`src/rtl/mif_pkg.sv`:
```
package mif_pkg;
    localparam int DW     = 32;
    localparam int SEL_W  = 8;
    localparam int TOP_W  = 11;
    localparam int LIM_W  = TOP_W + 1;

    localparam logic [SEL_W-1:0] SEL_DELIV  = 8'h01;
    localparam logic [SEL_W-1:0] SEL_THRESH = 8'h02;
    localparam logic [SEL_W-1:0] SEL_TOP    = 8'h03;

    typedef enum logic [2:0] {
        K_NONE, K_DELIV, K_THRESH, K_TOP, K_PEND, K_ENAB
    } sel_kind_e;

    typedef struct packed {
        sel_kind_e  kind;
        logic [5:0] word;
    } sel_dec_t;

    function automatic sel_dec_t decode_sel(input logic [SEL_W-1:0] s);
        sel_dec_t d;
        d.word = s[5:0];
        unique case (s[7:6])
            2'b01:   d.kind = K_PEND;
            2'b10:   d.kind = K_ENAB;
            2'b00: begin
                if (s == SEL_DELIV)       d.kind = K_DELIV;
                else if (s == SEL_THRESH) d.kind = K_THRESH;
                else if (s == SEL_TOP)    d.kind = K_TOP;
                else                      d.kind = K_NONE;
            end
            default: d.kind = K_NONE;
        endcase
        return d;
    endfunction

    function automatic logic [DW-1:0] pack_top(input logic [TOP_W-1:0] id);
        return {5'b0, id, 5'b0, id};
    endfunction
endpackage

```
`src/rtl/mif_bitarray.sv`:
```
module mif_bitarray
    import mif_pkg::*;
#(
    parameter int N = 64,
    localparam int NW = N / DW,
    localparam int WI_W = $clog2(NW),
    localparam int ID_W = $clog2(N)
) (
    input  logic            clk,
    input  logic            rst,
    input  logic            wr_en,
    input  logic [WI_W-1:0] wr_word,
    input  logic [DW-1:0]   wr_mask,
    input  logic [DW-1:0]   wr_data,
    input  logic            set_en,
    input  logic [ID_W-1:0] set_idx,
    input  logic            clr_en,
    input  logic [ID_W-1:0] clr_idx,
    input  logic [WI_W-1:0] rd_word,
    output logic [DW-1:0]   rd_data,
    output logic [N-1:0]    bits
);
    logic [DW-1:0] q [NW];
    logic [DW-1:0] d [NW];
    logic [N-1:0]  set_vec, clr_vec;

    assign set_vec = set_en ? (N'(1) << set_idx) : '0;
    assign clr_vec = clr_en ? (N'(1) << clr_idx) : '0;

    for (genvar w = 0; w < NW; w++) begin : g_word
        localparam logic [DW-1:0] KEEP = (w == 0) ? ~DW'(1) : '1;
        logic [DW-1:0] m;
        assign m = (wr_en && wr_word == WI_W'(w)) ? wr_mask : '0;
        assign d[w] = ((((q[w] & ~m) | (wr_data & m)) & ~clr_vec[w*DW +: DW])
                      | set_vec[w*DW +: DW]) & KEEP;
        always_ff @(posedge clk) begin
            if (rst) q[w] <= '0;
            else     q[w] <= d[w];
        end
        assign bits[w*DW +: DW] = q[w];
    end

    assign rd_data = q[rd_word];
endmodule

```
`src/rtl/mif_scan.sv`:
```
module mif_scan
    import mif_pkg::*;
#(
    parameter int N = 64
) (
    input  logic [N-1:0]     ready,
    input  logic [LIM_W-1:0] limit,
    output logic [TOP_W-1:0] top_id
);
    logic [N-1:0] elig;

    for (genvar i = 0; i < N; i++) begin : g_elig
        assign elig[i] = ready[i] && (LIM_W'(i) < limit) && (i != 0);
    end

    always_comb begin
        top_id = '0;
        for (int i = N - 1; i >= 1; i--) begin
            if (elig[i]) top_id = TOP_W'(i);
        end
    end
endmodule

```
`src/rtl/msi_intr_file.sv`:
```
module msi_intr_file
    import mif_pkg::*;
#(
    parameter int N = 64,
    localparam int NW = N / DW,
    localparam int WI_W = $clog2(NW),
    localparam int ID_W = $clog2(N)
) (
    input  logic             clk,
    input  logic             rst,
    input  logic             msi_valid,
    input  logic [TOP_W-1:0] msi_id,
    input  logic [SEL_W-1:0] reg_sel,
    input  logic             reg_we,
    input  logic [DW-1:0]    reg_wmask,
    input  logic [DW-1:0]    reg_wdata,
    output logic [DW-1:0]    reg_rdata,
    output logic             irq
);
    sel_dec_t         dec;
    logic             word_ok;
    logic             deliv_q;
    logic [TOP_W-1:0] thresh_q;
    logic [LIM_W-1:0] limit;
    logic [TOP_W-1:0] top_id;
    logic [N-1:0]     pend_bits, en_bits;
    logic [DW-1:0]    pend_rd, en_rd;
    logic             set_ok, claim;
    logic             irq_q;

    assign dec     = decode_sel(reg_sel);
    assign word_ok = (dec.word < 6'(NW));
    assign set_ok  = msi_valid && (msi_id != '0) && (LIM_W'(msi_id) < LIM_W'(N));
    assign claim   = reg_we && (dec.kind == K_TOP) && (top_id != '0);

    always_ff @(posedge clk) begin
        if (rst) begin
            deliv_q  <= 1'b0;
            thresh_q <= '0;
        end else if (reg_we) begin
            if (dec.kind == K_DELIV)
                deliv_q <= (deliv_q & ~reg_wmask[0]) | (reg_wdata[0] & reg_wmask[0]);
            if (dec.kind == K_THRESH)
                thresh_q <= (thresh_q & ~reg_wmask[TOP_W-1:0])
                          | (reg_wdata[TOP_W-1:0] & reg_wmask[TOP_W-1:0]);
        end
    end

    assign limit = ((thresh_q != '0) && (LIM_W'(thresh_q) <= LIM_W'(N)))
                 ? LIM_W'(thresh_q) : LIM_W'(N);

    mif_bitarray #(.N(N)) u_pend (
        .clk(clk), .rst(rst),
        .wr_en(reg_we && dec.kind == K_PEND && word_ok),
        .wr_word(dec.word[WI_W-1:0]), .wr_mask(reg_wmask), .wr_data(reg_wdata),
        .set_en(set_ok), .set_idx(msi_id[ID_W-1:0]),
        .clr_en(claim), .clr_idx(top_id[ID_W-1:0]),
        .rd_word(dec.word[WI_W-1:0]), .rd_data(pend_rd), .bits(pend_bits)
    );

    mif_bitarray #(.N(N)) u_enab (
        .clk(clk), .rst(rst),
        .wr_en(reg_we && dec.kind == K_ENAB && word_ok),
        .wr_word(dec.word[WI_W-1:0]), .wr_mask(reg_wmask), .wr_data(reg_wdata),
        .set_en(1'b0), .set_idx('0),
        .clr_en(1'b0), .clr_idx('0),
        .rd_word(dec.word[WI_W-1:0]), .rd_data(en_rd), .bits(en_bits)
    );

    mif_scan #(.N(N)) u_scan (
        .ready(pend_bits & en_bits), .limit(limit), .top_id(top_id)
    );

    always_comb begin
        unique case (dec.kind)
            K_DELIV:  reg_rdata = DW'(deliv_q);
            K_THRESH: reg_rdata = DW'(thresh_q);
            K_TOP:    reg_rdata = pack_top(top_id);
            K_PEND:   reg_rdata = word_ok ? pend_rd : '0;
            K_ENAB:   reg_rdata = word_ok ? en_rd : '0;
            default:  reg_rdata = '0;
        endcase
    end

    always_ff @(posedge clk) begin
        if (rst) irq_q <= 1'b0;
        else     irq_q <= deliv_q && (top_id != '0);
    end
    assign irq = irq_q;
endmodule

```
`config.mk`:
```
export PLATFORM = sky130hd
export DESIGN_NAME = msi_intr_file
export DESIGN_NICKNAME = d
export VERILOG_FILES = /design/src/rtl/mif_pkg.sv /design/src/rtl/mif_bitarray.sv /design/src/rtl/mif_scan.sv /design/src/rtl/msi_intr_file.sv
export SDC_FILE = /design/constraint.sdc
export NUM_CORES = 1
export LEC_CHECK = 0
export BUFFER_PORTS_ARGS = -buffer_cell sky130_fd_sc_hd__buf_4
export CORE_MARGIN = 4
export CORE_UTILIZATION = 30
export DETAILED_ROUTE_END_ITERATION = 8
export HOLD_SLACK_MARGIN = 0.12
export PLACE_DENSITY_LB_ADDON = 0.12
export REMOVE_ABC_BUFFERS = 1
export SLEW_MARGIN = 10
export SYNTH_ARGS = -nofsm -noshare
export SYNTH_HDL_FRONTEND = slang
export SYNTH_HIERARCHICAL = 1
export SYNTH_SLANG_ARGS = --single-unit
```
`constraint.sdc`:
```
create_clock -name clk -period 10.53 [get_ports clk]
set_input_delay 0.5265 -clock clk [delete_from_list [all_inputs] [get_ports clk]]
set_output_delay 0.5265 -clock clk [all_outputs]
set_load 0.02 [all_outputs]
```
== Word-level counts from Yosys, hierarchy flattened ==
Memories as Yosys holds them, arrays and structs flattened.
Cells that the tools add are included.
Storage, ports and cells
  bits in registers: 13
  RAM bits: 128
  input port bits: 87
  output and inout bits: 33
  word-level logic and storage cells: 286
  memories: 2
Memory list
  u_enab.q: depth 2, bits a word 32, read ports 3, clocked after Yosys merged registers in 0, wr ports 2, line mif_bitarray.sv:23  | logic [DW-1:0] q [NW];
  u_pend.q: depth 2, bits a word 32, read ports 3, clocked after Yosys merged registers in 0, wr ports 2, line mif_bitarray.sv:23
Operators by class
  order comparisons: 66
  eq/ne operators: 10
  shifts and indexed selects: 2
  multiplexer cells: 84
  bitwise logic cells: 36
  reduce and logical (&&, ||, !) cells: 83
Operators by type and width (number)
  two-way mux 11 bit: 63
  < comparator 6 x 11 -> 1 bit, first input constant: 32
  bitwise AND 32 bit: 10
  two-way mux 32 bit: 10
  NOT 32 bit: 6
  bitwise OR 32 bit: 6
  < comparator 5 x 11 -> 1 bit, first input constant: 16
  one-hot mux 32 bit (5 select lines): 1
  two-way mux 64 bit: 2
  left shift 1 x 6 -> 64 bit, first input constant: 2
  < comparator 4 x 11 -> 1 bit, first input constant: 8
  logical AND 1 bit: 77
  bitwise AND 64 bit: 1
  < comparator 3 x 11 -> 1 bit, first input constant: 4
  nonzero test 11 bit: 3
  bitwise AND 11 bit: 2
  < comparator 2 x 11 -> 1 bit, first input constant: 2
  equality test 8 x 2 -> 1 bit, second input constant: 2
  less-or-equal comparator 11 x 7 -> 1 bit, second input constant: 1
  < comparator 1 x 11 -> 1 bit, first input constant: 1
  < comparator 11 x 7 -> 1 bit, second input constant: 1
  NOT 11 bit: 1
  bitwise OR 11 bit: 1
  one-hot mux 3 bit (3 select lines): 1
  15 further kinds: 28

== Logic depth before layout (Yosys ltp) ==
  depth in word-level cells: 75
  gate-level depth with buffers: 24
  mapped depth without buffers: 18

== Hierarchy ==
Netlist, hierarchy kept.
Modules (own cells, without submodules)
  mif_bitarray: instances 2, cells an instance 436, area an instance 3948.8 µm², seq. area each 1261.2 µm²
  mif_scan: instances 1, cells an instance 334, area an instance 1949.4 µm², seq. area each 0.0 µm²
  msi_intr_file: instances 1, cells an instance 276, area an instance 1911.8 µm², seq. area each 260.2 µm²

== Worst setup path before layout ==
OpenSTA, ideal clock, no wires.
  path type: register to register
  from: reg with a tool-made name
  to: mem u_pend.q[0][14]
  library setup time: 0.136 ns
  arrival time: 5.280 ns
  data required time: 10.394 ns
  path slack: 5.115 ns
  stages on the path, launching flop included: 23
  path buffers: 5
  period minus slack after synthesis: 5.415 ns
  cell sequence: dfxtp_1 -> or4_1 -> o31a_1 -> nor3_1 -> nand2b_1 -> or4_1 -> clkbuf_2 -> or3_1 -> buf_2 -> buf_6 -> a21oi_1 -> a21oi_1 -> nor4_1 -> nand2_1 -> a2111oi_0 -> nor3_1 -> nand3_1 -> and3_1 -> or3b_1 -> clkbuf_1 -> buf_2 -> nor2_1 -> o32ai_1
RTL lines (line)
  end: declaration: mif_bitarray.sv:23

==> flow_summary.toml <==
[sta]
tightest_slew_ns = 1.56
slew_headroom = -0.0444
hold_violations = 0
skew_ns = 0.0100
slew_viol_final = 34
fmax_mhz = 137
setup_viol = 0
setup_tns_ns = 0
final.period_utilization = 0.694
min_period_ns = 7.31
rsz0062_at_grt = "false"

[setup_path]
arrival_ns = 7.62
critPathRequiredTime_ns = 10.85
crit_type = "reg2reg"
crit_path_end_kind = "flip-flop"
max_stage_delay_ns = 0.80
path_cells = "or4_1 > o31a_1 > nor3_1 > nand2b_1 > or4_1 > o41ai_1 > a21o_1 > o21ai_1 > o311ai_1 > a21oi_1 > o2111ai_1 > nand2_1 > nor4_1 > nand3_1 > and3_1 > nand3b_1 > nor2_1 > o32ai_1"
crit_path_start_kind = "flip-flop"
crit_family = "simple AND/OR/NAND/NOR gates"
crit_fanout = 18
crit_buf_inv = 0
crit_slowest_cell = "nand3b_1"
path_common_cell = "or4_1"

[layout]
antenna_cells = 0
design_area_mm2 = 0.0139
drive_gt1_frac = 0.158
area_growth_pct = 18.2
layout.nets = 1695

[power]
p_int_uw = 980
p_per_area_mw_per_mm2 = 96.6
switching_share = 0.269
p_comb_frac = 0.107
ir_worst_vdd_mv = 0.0769
clkPwrFrac = 0.497
p_sw_uw = 360
seqPwrFrac = 0.395
power.leakage_uw = 0.00543

[grt]
grt_pass1_wl_um = 83000
grt_usage = 0.263
grt_start_max_net_pins = 116
grt_pass1_vias = 12200
overflow = 0
antenna_found_initial = 0

[routing]
drc_errors = 0
first_pass_iters = 9
ant_nets = 0
vias_per_cell = 5.97
vias = 12700
avgRoutedWirePerCell_um = 27.0
wl_um = 57600
drt_iter0_markers = 1520

[floorplan]
initial_core_util = 0.304
coreArea_mm2 = 0.0386
die_x_um = 206
die-area_mm2 = 0.0423
chipHeight_um = 206
num_rows = 72
io_pins = 120

[logic_synthesis]
synth_area_mm2 = 0.0117
synthCells = 1477
yosysWarningCount = 6
avgSynthCellArea_um2 = 7.94

[placed_design]
port_buffers = 119
dpl.hpwl_um = 41700
place_area_mm2 = 0.0132
place.gp.congestion = 0.905

[status]
status = "complete, but fails checks"
violations = "slew limit"

[clock_tree]
cts_hold_buf = 0
cts_buffer_depth = 2
clkTransAtPathRegs_ns = 0.07
h-tree-depth = 4
cts_tree = "built"
cts.repair.resized = 0
cts_buffers = 17
cts_setup_buffers = 0
cts_root_buf = "clkbuf_16"
clkLatencyLatePin_ns = 0.43
cts_sinks = 139

[run]
cap_violations = 0

[worst_hold_path]
holdCritPathClass = "in2reg"
==> power by group through the flow <==
stage          Sequential, uW  Clock (uW)  Combinational [uW]
2_1_floorplan             541           0                46.2
3_3_place_gp              541           0                 127
5_1_grt                   530         694                 152
3_5_place_dp              541           0                 127
6_report                  530         666                 144
4_1_cts                   530         675                 127
==> layout make-up <==
| class | count | area (um2) |
|---|---|---|
| clock buffer | 19 | 443 |
| clock inverter | 13 | 191 |
| fill | 4063 | 24800 |
| tap | 518 | 648 |
| inverter | 16 | 60.1 |
| sequential | 139 | 2780 |
| timing repair buffer | 140 | 1050 |
| multi-input combinational | 1290 | 8690 |
==> routing by layer <==
layer	global-route usage	wire length (um)	vias up
met3	0.0451	4070	75
met1	0.363	25600	6279
li1	-	-	5824
met4	0.0682	1380	0
met2	0.426	26500	568
met5	0	0	-
==> final timing paths <==
check | from | end | slack (ns) | depth (start not counted)
setup / recovery | flip-flop | u_pend/q[1][10]$_SDFF_PP0_ | 3.22 | 18
hold / removal | reg_wdata[7] | flip-flop | 0.40 | 3
setup reg to reg | flip-flop | u_pend/q[1][10]$_SDFF_PP0_ | 3.22 | 18
hold reg to reg | flip-flop | flip-flop | 0.50 | 2
==> sequential cells by signal (all words and copies together), names as in the netlist, named ones only <==
name / count
u_enab/q: 63
irq: 1
u_pend/q: 63
==> worst reg2reg max path, delay by kind of cell, from the launching register on <==
| kind | cells | cell delay (ns) |
|---|---|---|
| DFF | 1 | 0.36 |
| AOI/OAI and AO/OA | 8 | 2.62 |
| and+or+nand+nor | 10 | 4.21 |
==> placed cells by master (no fill, tap or decap), types with 7 or more instances in the layout <==
cell and n:
a22oi_1 26, clkbuf_16 17, buf_4 139, nand2_1 79, o21ai_0 64, and2_1 75, a222oi_1 11, mux2i_1 127
inv_1 15, nand4b_1 10, nand3_1 90, nand2b_1 13, o211ai_1 9, a21oi_1 47, o21ai_1 10, mux2_2 60
nor4_1 10, nor2b_1 13, nor3_1 10, o32ai_1 127, nand4_1 17, or4b_1 9, nand4bb_1 16, conb_1 97
nor2_1 172, a21o_1 7, nand3b_1 67, dfxtp_1 139
==> stage by stage <==
stage	setup slack (ns)	total power (uW)	std cells	hold slack, ns	utilization
after floorplan	4.43	587	1445	0.445	-
after global placement	3.58	668	2103	0.485	0.342
after detailed placement	3.62	669	2103	0.494	0.342
after CTS	3.59	1330	2135	0.384	0.359
after global routing	2.95	1380	2135	0.401	0.359
final	3.22	1340	2135	0.399	0.359
Note: power is estimated with default switching activity, not from simulation.
